$ cat config.mk
export PLATFORM = sky130hd
export DESIGN_NAME = rate_pulse_gen
export DESIGN_NICKNAME = d
export VERILOG_FILES = /design/src/rtl/rate_pulse_pkg.sv /design/src/rtl/rpg_wrap_detect.sv /design/src/rtl/rpg_step_select.sv /design/src/rtl/rpg_accum.sv /design/src/rtl/rpg_pulse_reg.sv /design/src/rtl/rate_pulse_gen.sv
export SDC_FILE = /design/constraint.sdc
export NUM_CORES = 1
export LEC_CHECK = 0
export ABC_CLOCK_PERIOD_IN_PS = 3500
export BUFFER_PORTS_ARGS = -buffer_cell sky130_fd_sc_hd__buf_2
export CAP_MARGIN = 20
export CORE_UTILIZATION = 35
export CTS_CLUSTER_SIZE = 20
export DETAILED_ROUTE_END_ITERATION = 16
export GPL_ROUTABILITY_DRIVEN = 0
export GPL_TIMING_DRIVEN = 0
export PLACE_DENSITY = 0.57
export SLEW_MARGIN = 20
export SYNTH_ARGS = -nofsm -noshare
export SYNTH_HDL_FRONTEND = slang
export SYNTH_SLANG_ARGS = --single-unit
$ cat constraint.sdc
create_clock -name clk_i -period 3.5 [get_ports clk_i]
set_input_delay 0.7 -clock clk_i [delete_from_list [all_inputs] [get_ports clk_i]]
set_output_delay 0.7 -clock clk_i [all_outputs]
set_load 0.01 [all_outputs]
$ cat src/rtl/rate_pulse_pkg.sv
package rate_pulse_pkg;

  // Bits needed for a signed value spanning -(2**rate_w) .. clk_hz-1
  function automatic int acc_width(int clk_hz, int rate_w);
    int w;
    w = $clog2(clk_hz);
    if (rate_w > w) w = rate_w;
    return w + 1;
  endfunction

endpackage

$ cat src/rtl/rpg_wrap_detect.sv
module rpg_wrap_detect #(
  parameter int ACC_W = 11
) (
  input  logic signed [ACC_W-1:0] acc_i,
  output logic                    wrap_o
);
  assign wrap_o = acc_i[ACC_W-1];
endmodule

$ cat src/rtl/rpg_step_select.sv
module rpg_step_select #(
  parameter int CLK_HZ = 1000,
  parameter int RATE_W = 10,
  parameter int ACC_W  = 11
) (
  input  logic [RATE_W-1:0]       rate_i,
  input  logic                    wrap_i,
  output logic signed [ACC_W-1:0] step_o
);
  localparam int PAD = ACC_W - RATE_W;
  localparam logic signed [ACC_W-1:0] MOD = ACC_W'(CLK_HZ);

  logic signed [ACC_W-1:0] rate_sx;
  logic signed [ACC_W-1:0] neg_rate;
  logic signed [ACC_W-1:0] wrap_step;

  assign rate_sx   = $signed({{PAD{1'b0}}, rate_i});
  assign neg_rate  = -rate_sx;
  assign wrap_step = MOD - rate_sx;  // second adder: modulus minus rate

  always_comb begin
    if (wrap_i) step_o = wrap_step;
    else        step_o = neg_rate;
  end
endmodule

$ cat src/rtl/rpg_accum.sv
module rpg_accum #(
  parameter int ACC_W = 11
) (
  input  logic                    clk_i,
  input  logic                    rst_ni,
  input  logic signed [ACC_W-1:0] step_i,
  output logic signed [ACC_W-1:0] acc_o
);
  logic signed [ACC_W-1:0] acc_q;

  always_ff @(posedge clk_i or negedge rst_ni) begin
    if (!rst_ni) acc_q <= '0;
    else         acc_q <= acc_q + step_i;
  end

  assign acc_o = acc_q;
endmodule

$ cat src/rtl/rpg_pulse_reg.sv
module rpg_pulse_reg (
  input  logic clk_i,
  input  logic rst_ni,
  input  logic wrap_i,
  output logic pulse_o
);
  logic pulse_q;

  always_ff @(posedge clk_i or negedge rst_ni) begin
    if (!rst_ni) pulse_q <= 1'b0;
    else         pulse_q <= wrap_i;
  end

  assign pulse_o = pulse_q;
endmodule

$ cat src/rtl/rate_pulse_gen.sv
module rate_pulse_gen #(
  parameter int CLK_HZ = 1000,
  parameter int RATE_W = 10
) (
  input  logic              clk_i,
  input  logic              rst_ni,
  input  logic [RATE_W-1:0] rate_i,
  output logic              pulse_o
);
  import rate_pulse_pkg::*;

  localparam int ACC_W = acc_width(CLK_HZ, RATE_W);
  localparam int PAD   = ACC_W - RATE_W;
  localparam logic signed [ACC_W-1:0] MOD     = ACC_W'(CLK_HZ);
  localparam logic signed [ACC_W-1:0] NEG_LIM = ACC_W'(-(2 ** RATE_W));

  logic signed [ACC_W-1:0] acc;
  logic signed [ACC_W-1:0] step;
  logic                    wrap;

  rpg_wrap_detect #(.ACC_W(ACC_W)) u_wrap (
    .acc_i  (acc),
    .wrap_o (wrap)
  );

  rpg_step_select #(.CLK_HZ(CLK_HZ), .RATE_W(RATE_W), .ACC_W(ACC_W)) u_step (
    .rate_i (rate_i),
    .wrap_i (wrap),
    .step_o (step)
  );

  rpg_accum #(.ACC_W(ACC_W)) u_acc (
    .clk_i  (clk_i),
    .rst_ni (rst_ni),
    .step_i (step),
    .acc_o  (acc)
  );

  rpg_pulse_reg u_pulse (
    .clk_i   (clk_i),
    .rst_ni  (rst_ni),
    .wrap_i  (wrap),
    .pulse_o (pulse_o)
  );

  // ---------------- checks ----------------
  logic signed [ACC_W-1:0] rate_sx;
  logic                    armed_q;

  assign rate_sx = $signed({{PAD{1'b0}}, rate_i});

  always_ff @(posedge clk_i or negedge rst_ni) begin
    if (!rst_ni) armed_q <= 1'b0;
    else         armed_q <= 1'b1;
  end

  initial begin
    assert_params_R3: assert (CLK_HZ >= 2 && RATE_W >= 1)
      else $error("illegal CLK_HZ/RATE_W parameters");
  end

  assert_rate_legal_R3: assert property (@(posedge clk_i) disable iff (!rst_ni)
    int'(rate_i) < CLK_HZ);

  assert_acc_bounds_R3: assert property (@(posedge clk_i) disable iff (!rst_ni)
    (acc < MOD) && (acc >= NEG_LIM));

  assert_wrap_update_R8: assert property (@(posedge clk_i) disable iff (!rst_ni)
    (armed_q && pulse_o) |-> acc == $past(acc) + MOD - $past(rate_sx));

  assert_plain_update_R8: assert property (@(posedge clk_i) disable iff (!rst_ni)
    (armed_q && !pulse_o) |-> acc == $past(acc) - $past(rate_sx));

  assert_zero_rate_idle_R5: assert property (@(posedge clk_i) disable iff (!rst_ni)
    (rate_i == '0 && acc >= 0) |=> (acc >= 0 && !pulse_o));

  assert_reset_clear_R1: assert property (@(posedge clk_i)
    !rst_ni |-> (acc == '0 && !pulse_o));

endmodule

Word level (Yosys, flattened, before mapping)
Index checks and enable logic that the tools add are counted.
- bits in registers: 12
- add/subtract/negate cells: 3
- mux-type cells: 1
- operators by type and width (kind ; number):
    11-bit adder ; 1
    11-bit 2-to-1 mux ; 1
    10-bit negator with 11-bit output ; 1
    10-bit by 10-bit subtractor with 11-bit output, first input constant ; 1

Longest topological paths before layout
Gate-level depths: netlist of the first run.
- depth after elaboration: 3
- mapped depth: 13
- gate-level depth less buffers: 13

By module
From an unflattened synthesis of the first run, not the netlist that was laid out.
- cells, all modules: 125
- area, all modules: 1157.4 µm²
- modules (own cells, without submodules) (module ; instances ; cells an instance ; area each (µm²)):
    rpg_accum ; 1 ; 68 ; 749.5
    rpg_step_select ; 1 ; 55 ; 375.4
    rpg_pulse_reg ; 1 ; 1 ; 25.0
    rpg_wrap_detect ; 1 ; 1 ; 7.5

Worst setup path before layout of the first run
No wires, ideal clock.
- path kind: in2reg
- start: input port rate_i[3]
- end: register u_acc.acc_q[10], in the netlist u_acc.acc_o[10]
- library setup time: 0.124 ns
- arrival: 2.778 ns
- data required time: 3.376 ns
- setup slack: 0.597 ns
- stages: 12
- path buffers: 0
- path through: inv_1 > ha_1 > nor4b_2 > o211ai_1 > a21boi_1 > nor2_1 > ha_1 > a21o_1 > a21o_1 > o31a_1 > o211ai_2 > xnor2_1
- longest elaborated chain between the ends: 3
- elaborated cells on any way between the ends: 4
- RTL lines (what ; line ; source):
    start, declared ; rate_pulse_gen.sv:7 ; input logic [RATE_W-1:0] rate_i,
    10-bit negator with 11-bit output / 10-bit by 10-bit subtractor with 11-bit output (equally long branches) ; rpg_step_select.sv:18, rpg_step_select.sv:19 ;
    11-bit 2-to-1 mux (*) ; rpg_step_select.sv:22 ; if (wrap_i) step_o = wrap_step;
    11-bit adder (*) ; rpg_accum.sv:13 ; else acc_q <= acc_q + step_i;
    end signal, assigned ; rpg_accum.sv:13 ;
    end, declared ; rpg_accum.sv:9 ; logic signed [ACC_W-1:0] acc_q;
Every way passes the cells marked *; elsewhere a longest branch is shown, timed or not.

Worst setup path after layout of the first run
- start: register u_acc.acc_q[10], in the netlist u_acc.acc_o[10]
- end: register u_acc.acc_q[10], in the netlist u_acc.acc_o[10]
- longest elaborated chain between the ends: 2
- RTL lines (what ; line):
    11-bit 2-to-1 mux ; rpg_step_select.sv:22
    11-bit adder (*) ; rpg_accum.sv:13
Marked as above.

==> results.txt, run 1 <==
status: completed
DIE AREA: 3410 um^2
Max Freq: 319 MHz
RR Startpoint: u_acc.acc_o[10]
WL final: 2160 um
# fillers: 300
ratio of cells with drive above 1 in the final layout: 15.0%
Slew HR: 72.1%
Worst setup startpoint: u_acc.acc_o[10]
fin crit period: 3130 ps
internal reg-to-reg setup slack: 370 ps
Req. time, crit path: 3710 ps
clock root buffer: clkbuf_4
CP endpoint: u_acc.acc_o[10]
worst-margin pin slew: 418 ps
# Post-CTS Setup Buffers: 0
crit path capture type: flip-flop
H-Tree Depth: 1
post-synthesis net count: 154
nets: 171
CTS sink cnt: 12
drc violations: 0
clk slew on worst S/H paths: 90 ps
sequential element share of the synthesized area: 27.0%
slowest cell delay on critical path: 540 ps
area occupied by multi-input gates: 772 um^2
Clock Tree Buf Depth: 2
I/O pin count: 13
Rows: 20
clock skew: 6.56 ps
# setup viols final: 0
clock latency on the worst-skew pair: 280 ps
CTS tree: done
DRT iter0 DRCs: 46
Post-CTS Resized: 0
Crit path buffers/inverters: 0
antenna cell count: 0
crit path max fanout: 11
largest net degree at the start of global routing: 13
Storage cell area: 300 um^2
Die H: 58.4 um
RSZ-0062 raised after global routing: no
vias in the first global route: 835
die width: 58.4 um
first-pass GRT wire length: 3620 um
syn avg cell area: 8.98 um^2
R2R Path End: u_acc.acc_o[10]
setup TNS: 0 ps
Synthesis Warnings: 0
Hold Crit Class: primary input to async pin
Syn-to-layout area delta: 13.6%
synthesized flop and latch total: 12
Final Max Slew Viols: 0
Post-CTS Hold Fix Bufs: 0
R2R depth: 11
most common cell after layout, fill and taps aside: ha_1
TritonRoute pass-1 iters: 4
Inserted Clock Buffers: 3
CP startpoint kind: flip-flop
Critical Path, Cell by Cell: ha_1 > nor4b_2 > o211ai_1 > a21boi_1 > nor2_1 > ha_1 > a21o_1 > a2111oi_2 > mux2i_1 > o211ai_2 > xnor2_1
Final ANT Viol Nets: 0
drt wl/cell: 11.7 um
Post-Synthesis Cells: 124
vias: 918
commonest non-fill, non-tap cells in the layout: 17 x ha_1, 12 x buf_2, 12 x dfrtp_1, 11 x inv_1, 11 x a21oi_1
DR vias/cell: 4.99
Crit Path Category: flip-flop to flip-flop
Starting Density: 36.8%
period utilization: 89.5%
gr usage total: 13.9%
mapped cell area: 1110 um^2
max-cap check violation count: 0
Core Region: 3030 um^2
WP data arrival: 3350 ps
CP max-delay cell: dfrtp_1
I/O Buffers: 12
most used cell, CP: ha_1
Final Hold Vio Count: 0
stages on the worst setup path: 11
gr ovfl total: 0
Unique masters post-synth: 34
initial antenna violation count: 0
Crit path max-delay family: compound AO/OA/AOI/OAI gates
dpl hpwl: 1640 um
==> layer usage <==
layer / up-vias / wire length [um] / track usage [%]
met2: 14 / 1020 / 23.6
met3: 5 / 29 / 0.659
met5: - / 0 / 0
met4: 0 / 46 / 7.14
met1: 420 / 1060 / 17.9
li1: 479 / - / -
==> state kept, by name, indices dropped and copies added (netlist names) <==
| signal | cells |
|---|---|
| u_acc.acc_o | 11 |
| u_pulse.pulse_o | 1 |
==> through the flow <==
step                setup WS, ps  area (um^2)  utilization (%)  cells  hold slack [ps]
floorplan                    597         1110                -    124              404
global placement             264         1230             40.6    180              453
detailed placement           221         1230             40.6    180              468
CTS                          394         1260             41.8    184              291
global route                 128         1260             41.8    184              300
finish                       369         1260             41.8    184              279
==> synthesized netlist by cell type (all sizes together) <==
master	number	area share, %
ha	17	19
dfrtp	12	27
a21oi	11	4.9
inv	11	3.7
nor2	10	3.4
o21ai	8	3.6
xnor2	8	6.3
nor2b	6	3.4
xor2	6	4.7
nand2	5	1.7
a21o	3	2.0
or3	3	1.7
a211oi	2	1.3
nand3	2	0.90
nor3	2	0.90
o211ai	2	1.8
o21bai	2	1.7
a2111oi	1	1.3
a21boi	1	0.67
a221oi	1	0.79
a31oi	1	0.56
and3	1	0.67
fa	1	1.8
mux2i	1	0.90
nand2b	1	0.56
nor4	1	0.56
nor4b	1	1.3
o22ai	1	0.56
o311ai	1	0.79
o31a	1	0.79
or2	1	0.56
==> area by class of cell <==
cell class                      count  area share (%)
Tap cell                           44            4.35
Sequential cell                    12            23.7
Multi-Input combinational cell    101            61.0
Inverter                           11            3.26
Timing Repair Buffer               12            4.75
Clock buffer                        4            2.87
==> logic make-up after synthesis <==
kind of cell               share of synthesized area, %
AOI/OAI and AO/OA                                  20.9
muxes                                             0.899
DFF                                                27.0
and+or+nand+nor                                    15.6
xor gates and xnor gates                           11.0
adders and majority gates                          20.9
buffers and inverters                              3.71
==> worst min path at each step <==
stage / end / slack (ps) / depth (start not counted)
2_1_floorplan: u_acc.acc_o[0] / 400 / 0
3_3_place_gp: u_acc.acc_o[0] / 450 / 1
3_5_place_dp: u_acc.acc_o[0] / 470 / 1
4_1_cts: u_acc.acc_o[10] / 290 / 1
5_1_grt: u_acc.acc_o[10] / 300 / 1
6_report: u_acc.acc_o[10] / 280 / 1
Power of run 1 is left out: the tool's default activity adds up to more than one toggle a clock period on the data nets, which glitch-free logic cannot reach.
==> run 2: changes to the inputs <==
--- a/config.mk
+++ b/config.mk
@@ -8,12 +8,15 @@
 export ABC_CLOCK_PERIOD_IN_PS = 3500
 export BUFFER_PORTS_ARGS = -buffer_cell sky130_fd_sc_hd__buf_2
 export CAP_MARGIN = 20
+export CELL_PAD_IN_SITES_DETAIL_PLACEMENT = 1
+export CELL_PAD_IN_SITES_GLOBAL_PLACEMENT = 1
 export CORE_UTILIZATION = 35
 export CTS_CLUSTER_SIZE = 20
 export DETAILED_ROUTE_END_ITERATION = 16
 export GPL_ROUTABILITY_DRIVEN = 0
 export GPL_TIMING_DRIVEN = 0
-export PLACE_DENSITY = 0.57
+export PLACE_DENSITY = 0.7
+export SKIP_LAST_GASP = 1
 export SLEW_MARGIN = 20
 export SYNTH_ARGS = -nofsm -noshare
 export SYNTH_HDL_FRONTEND = slang
==> run 2 against run 1 <==
Effect of this change:
- fmax grew 0.26%
- critical path depth stayed put
- routed wire length up 8.6%
- via count rose by 1.3%
- worst hold slack gained 1.2 ps
- non-clock buffer count unchanged
- global-route usage is 1.8 points higher
- register-to-register slack hardly changed
- utilization unchanged
- sequential cell count stayed put
- design area stayed put
- worst setup slack improved by 8.2 ps
==> results.txt, run 2 (same netlist as run 1, synthesis figures left out) <==
CTS tree: done
Inserted Clock Buffers: 3
Core Region: 3030 um^2
largest net degree at the start of global routing: 13
gr ovfl total: 0
Post-CTS Resized: 0
max reg flops: 11
max-cap check violation count: 0
commonest non-fill, non-tap cells in the layout: 17 x ha_1, 12 x buf_2, 12 x dfrtp_1, 11 x inv_1, 11 x a21oi_1
nets: 171
vias in the first global route: 935
drt wl/cell: 12.7 um
CP max-delay cell: dfrtp_1
clock skew: 10.2 ps
Req. time, crit path: 3710 ps
# Post-CTS Setup Buffers: 0
slowest cell delay on critical path: 530 ps
setup TNS: 0 ps
gr usage total: 15.7%
ratio of cells with drive above 1 in the final layout: 15.0%
DR vias/cell: 5.05
WL final: 2340 um
Slew HR: 73.4%
Final ANT Viol Nets: 0
RSZ-0062 raised after global routing: no
H-Tree Depth: 1
crit path capture type: flip-flop
Max Freq: 320 MHz
period utilization: 89.2%
drc violations: 0
first-pass GRT wire length: 4160 um
I/O pin count: 13
Hold Crit Class: primary input to async pin
Syn-to-layout area delta: 13.6%
R2R Path End: u_acc.acc_o[10]
crit path max fanout: 11
Crit Path Category: flip-flop to flip-flop
fin crit period: 3120 ps
CP startpoint kind: flip-flop
Worst setup startpoint: u_acc.acc_o[10]
clk slew on worst S/H paths: 90 ps
initial antenna violation count: 0
CTS sink cnt: 12
Post-CTS Hold Fix Bufs: 0
Rows: 20
most common cell after layout, fill and taps aside: ha_1
DIE AREA: 3410 um^2
Die H: 58.4 um
status: completed
Final Hold Vio Count: 0
clock root buffer: clkbuf_4
antenna cell count: 0
WP data arrival: 3340 ps
die width: 58.4 um
worst-margin pin slew: 398 ps
clock latency on the worst-skew pair: 280 ps
TritonRoute pass-1 iters: 4
Starting Density: 36.8%
vias: 930
Critical Path, Cell by Cell: ha_1 > nor4b_2 > o211ai_1 > a21boi_1 > nor2_1 > ha_1 > a21o_1 > a2111oi_2 > mux2i_1 > o211ai_2 > xnor2_1
Final Max Slew Viols: 0
internal reg-to-reg setup slack: 380 ps
R2R depth: 11
most used cell, CP: ha_1
RR Startpoint: u_acc.acc_o[10]
DRT iter0 DRCs: 40
# setup viols final: 0
I/O Buffers: 12
Clock Tree Buf Depth: 2
CP endpoint: u_acc.acc_o[10]
dpl hpwl: 1940 um
[run 2: cell type report]
class	instances	area (um^2)
multi-input cells	101	772
repair buffers	12	60.1
well taps	44	55.1
inverters	11	41.3
flip-flops and latches	12	300
fillers	373	1760
clock buffers	4	36.3
[run 2: worst min-delay path by stage]
stage                                end  cells after the start           start  slack (ps)
after floorplan           u_acc.acc_o[0]                      0          rst_ni         400
after global routing      u_acc.acc_o[8]                      1          rst_ni         300
after global placement    u_acc.acc_o[0]                      1  u_acc.acc_o[0]         450
final                     u_acc.acc_o[7]                      1          rst_ni         280
after CTS                 u_acc.acc_o[7]                      1          rst_ni         290
after detailed placement  u_acc.acc_o[0]                      1  u_acc.acc_o[0]         470
[run 2: worst max-delay path: cells and delay by family, from the launching register on]
family / cells / cell delay, ps
muxes: 1 / 130
and+or+nand+nor: 2 / 400
AOI/OAI and AO/OA: 5 / 1090
xor gates and xnor gates: 1 / 130
DFF: 1 / 530
adders and majority gates: 2 / 780
[run 2: through the flow]
step                      std cells  hold slack (ps)  setup slack, ps  util (%)  area (um^2)
after global placement          180              453              256      40.6         1230
final                           184              280              377      41.8         1260
after floorplan                 124              404              597         -         1110
after CTS                       184              290              313      41.8         1260
after global routing            184              298             67.5      41.8         1260
after detailed placement        180              469              143      40.6         1230
[run 2: layer usage]
layer	global-route usage [%]	routed length, um	vias up
met5	0	0	-
met4	4.08	22	0
met3	1.98	73	3
met2	27.4	1100	19
met1	20.6	1140	431
li1	-	-	477
Power of run 2 is left out for the same reason.
==> run 3: changes to the inputs <==
--- a/config.mk
+++ b/config.mk
@@ -6,16 +6,18 @@
 export NUM_CORES = 1
 export LEC_CHECK = 0
 export ABC_CLOCK_PERIOD_IN_PS = 3500
-export BUFFER_PORTS_ARGS = -buffer_cell sky130_fd_sc_hd__buf_2
+export BUFFER_PORTS_ARGS = -buffer_cell sky130_fd_sc_hd__clkbuf_2
 export CAP_MARGIN = 20
 export CELL_PAD_IN_SITES_DETAIL_PLACEMENT = 1
 export CELL_PAD_IN_SITES_GLOBAL_PLACEMENT = 1
+export CORE_ASPECT_RATIO = 0.5
 export CORE_UTILIZATION = 35
 export CTS_CLUSTER_SIZE = 20
 export DETAILED_ROUTE_END_ITERATION = 16
 export GPL_ROUTABILITY_DRIVEN = 0
 export GPL_TIMING_DRIVEN = 0
 export PLACE_DENSITY = 0.7
+export REMOVE_ABC_BUFFERS = 1
 export SKIP_LAST_GASP = 1
 export SLEW_MARGIN = 20
 export SYNTH_ARGS = -nofsm -noshare
==> run 3 against run 2 <==
Effect of this change:
- highest routed layer is now met3
- clock skew shrank 7.7 ps
- global-route usage grew 1.3 points
- critical path depth is the same
- register-to-register slack gained 40 ps
- critical endpoint unchanged
- cell count shrank 2.2%
- via count grew 1.7%
- die area grew 0.40%
==> results.txt, run 3 (same netlist as run 1, synthesis figures left out) <==
gr ovfl total: 0
max-cap check violation count: 0
I/O Buffers: 12
Max Freq: 325 MHz
CP max-delay cell: dfrtp_1
setup TNS: 0 ps
DR vias/cell: 5.26
CP startpoint kind: flip-flop
R2R Path End: u_acc.acc_o[10]
nets: 171
clk slew on worst S/H paths: 60 ps
clock root buffer: clkbuf_8
status: completed
clock latency on the worst-skew pair: 240 ps
Final ANT Viol Nets: 0
Core Region: 3010 um^2
# Post-CTS Setup Buffers: 0
largest net degree at the start of global routing: 13
WL final: 2450 um
TritonRoute pass-1 iters: 4
gr usage total: 17.0%
drt wl/cell: 13.6 um
Final Max Slew Viols: 0
Starting Density: 37.0%
Inserted Clock Buffers: 3
Critical Path, Cell by Cell: ha_1 > nor4b_2 > o211ai_1 > a21boi_1 > nor2_1 > ha_1 > a21o_1 > a21o_1 > o31a_1 > o211ai_2 > xnor2_1
Syn-to-layout area delta: 14.8%
Hold Crit Class: primary input to async pin
DRT iter0 DRCs: 35
Crit Path Category: flip-flop to flip-flop
internal reg-to-reg setup slack: 420 ps
Die H: 41.9 um
Final Hold Vio Count: 0
crit path max fanout: 11
dpl hpwl: 1990 um
Finished Cell Area: 1280 um^2
slowest cell delay on critical path: 540 ps
period utilization: 87.9%
Final WS setup: 422 ps
Slew HR: 70.8%
most common cell after layout, fill and taps aside: ha_1
CTS tree: done
vias: 946
Clock Tree Buf Depth: 2
Post-CTS Resized: 0
Placed Area: 1220 um^2
Rows: 14
antenna cell count: 0
crit path capture type: flip-flop
fin crit period: 3080 ps
vias in the first global route: 971
initial antenna violation count: 0
dpl ws: 237 ps
Crit path buffers/inverters: 0
DIE AREA: 3420 um^2
# setup viols final: 0
max reg flops: 11
WP data arrival: 3250 ps
ratio of cells with drive above 1 in the final layout: 15.0%
worst-margin pin slew: 438 ps
RSZ-0062 raised after global routing: no
Crit path max-delay family: compound AO/OA/AOI/OAI gates
clock skew: 2.47 ps
H-Tree Depth: 1
commonest non-fill, non-tap cells in the layout: 17 x ha_1, 12 x clkbuf_2, 12 x dfrtp_1, 11 x inv_1, 11 x a21oi_1
CTS sink cnt: 12
I/O pin count: 13
R2R depth: 11
RR Startpoint: u_acc.acc_o[10]
die width: 81.8 um
Post-CTS Hold Fix Bufs: 0
drc violations: 0
first-pass GRT wire length: 4350 um
Req. time, crit path: 3670 ps
run 3: changes by cell type in the layout (fill, tap and decap cells not counted), sizes merged:
cell    delta
clkbuf    +12
buf       -12
run 3: how the worst max path moves through the flow:
stage	startpoint	to	depth (start not counted)
final	u_acc.acc_o[10]	u_acc.acc_o[10]	11
after CTS	u_acc.acc_o[10]	u_acc.acc_o[10]	11
after floorplan	rate_i[3]	u_acc.acc_o[10]	12
after detailed placement	rate_i[3]	u_acc.acc_o[10]	13
after global routing	u_acc.acc_o[10]	u_acc.acc_o[9]	11
after global placement	rate_i[3]	u_acc.acc_o[10]	13
run 3: layer usage:
layer | track usage, % | part of all wire, % | vias to the layer above
met2 | 29.4 | 48 | 10
met4 | 0 | 0 | 0
met3 | 5.27 | 3.3 | 0
met1 | 22.2 | 49 | 461
met5 | 0 | 0 | -
li1 | - | - | 475
run 3: cell type report:
cell class | count | area [um^2]
flip-flops and latches | 12 | 300
clock buffers | 4 | 55.1
inverters | 11 | 41.3
fillers | 377 | 1730
well taps | 40 | 50.0
multi-input cells | 101 | 772
repair buffers | 12 | 60.1
run 3: stage by stage:
step	utilization (%)	hold WS [ps]	cells
2_1_floorplan	-	404	124
3_3_place_gp	40.6	454	176
3_5_place_dp	40.6	461	176
4_1_cts	42.4	350	180
5_1_grt	42.4	363	180
6_report	42.4	346	180
Power of run 3 is left out for the same reason.
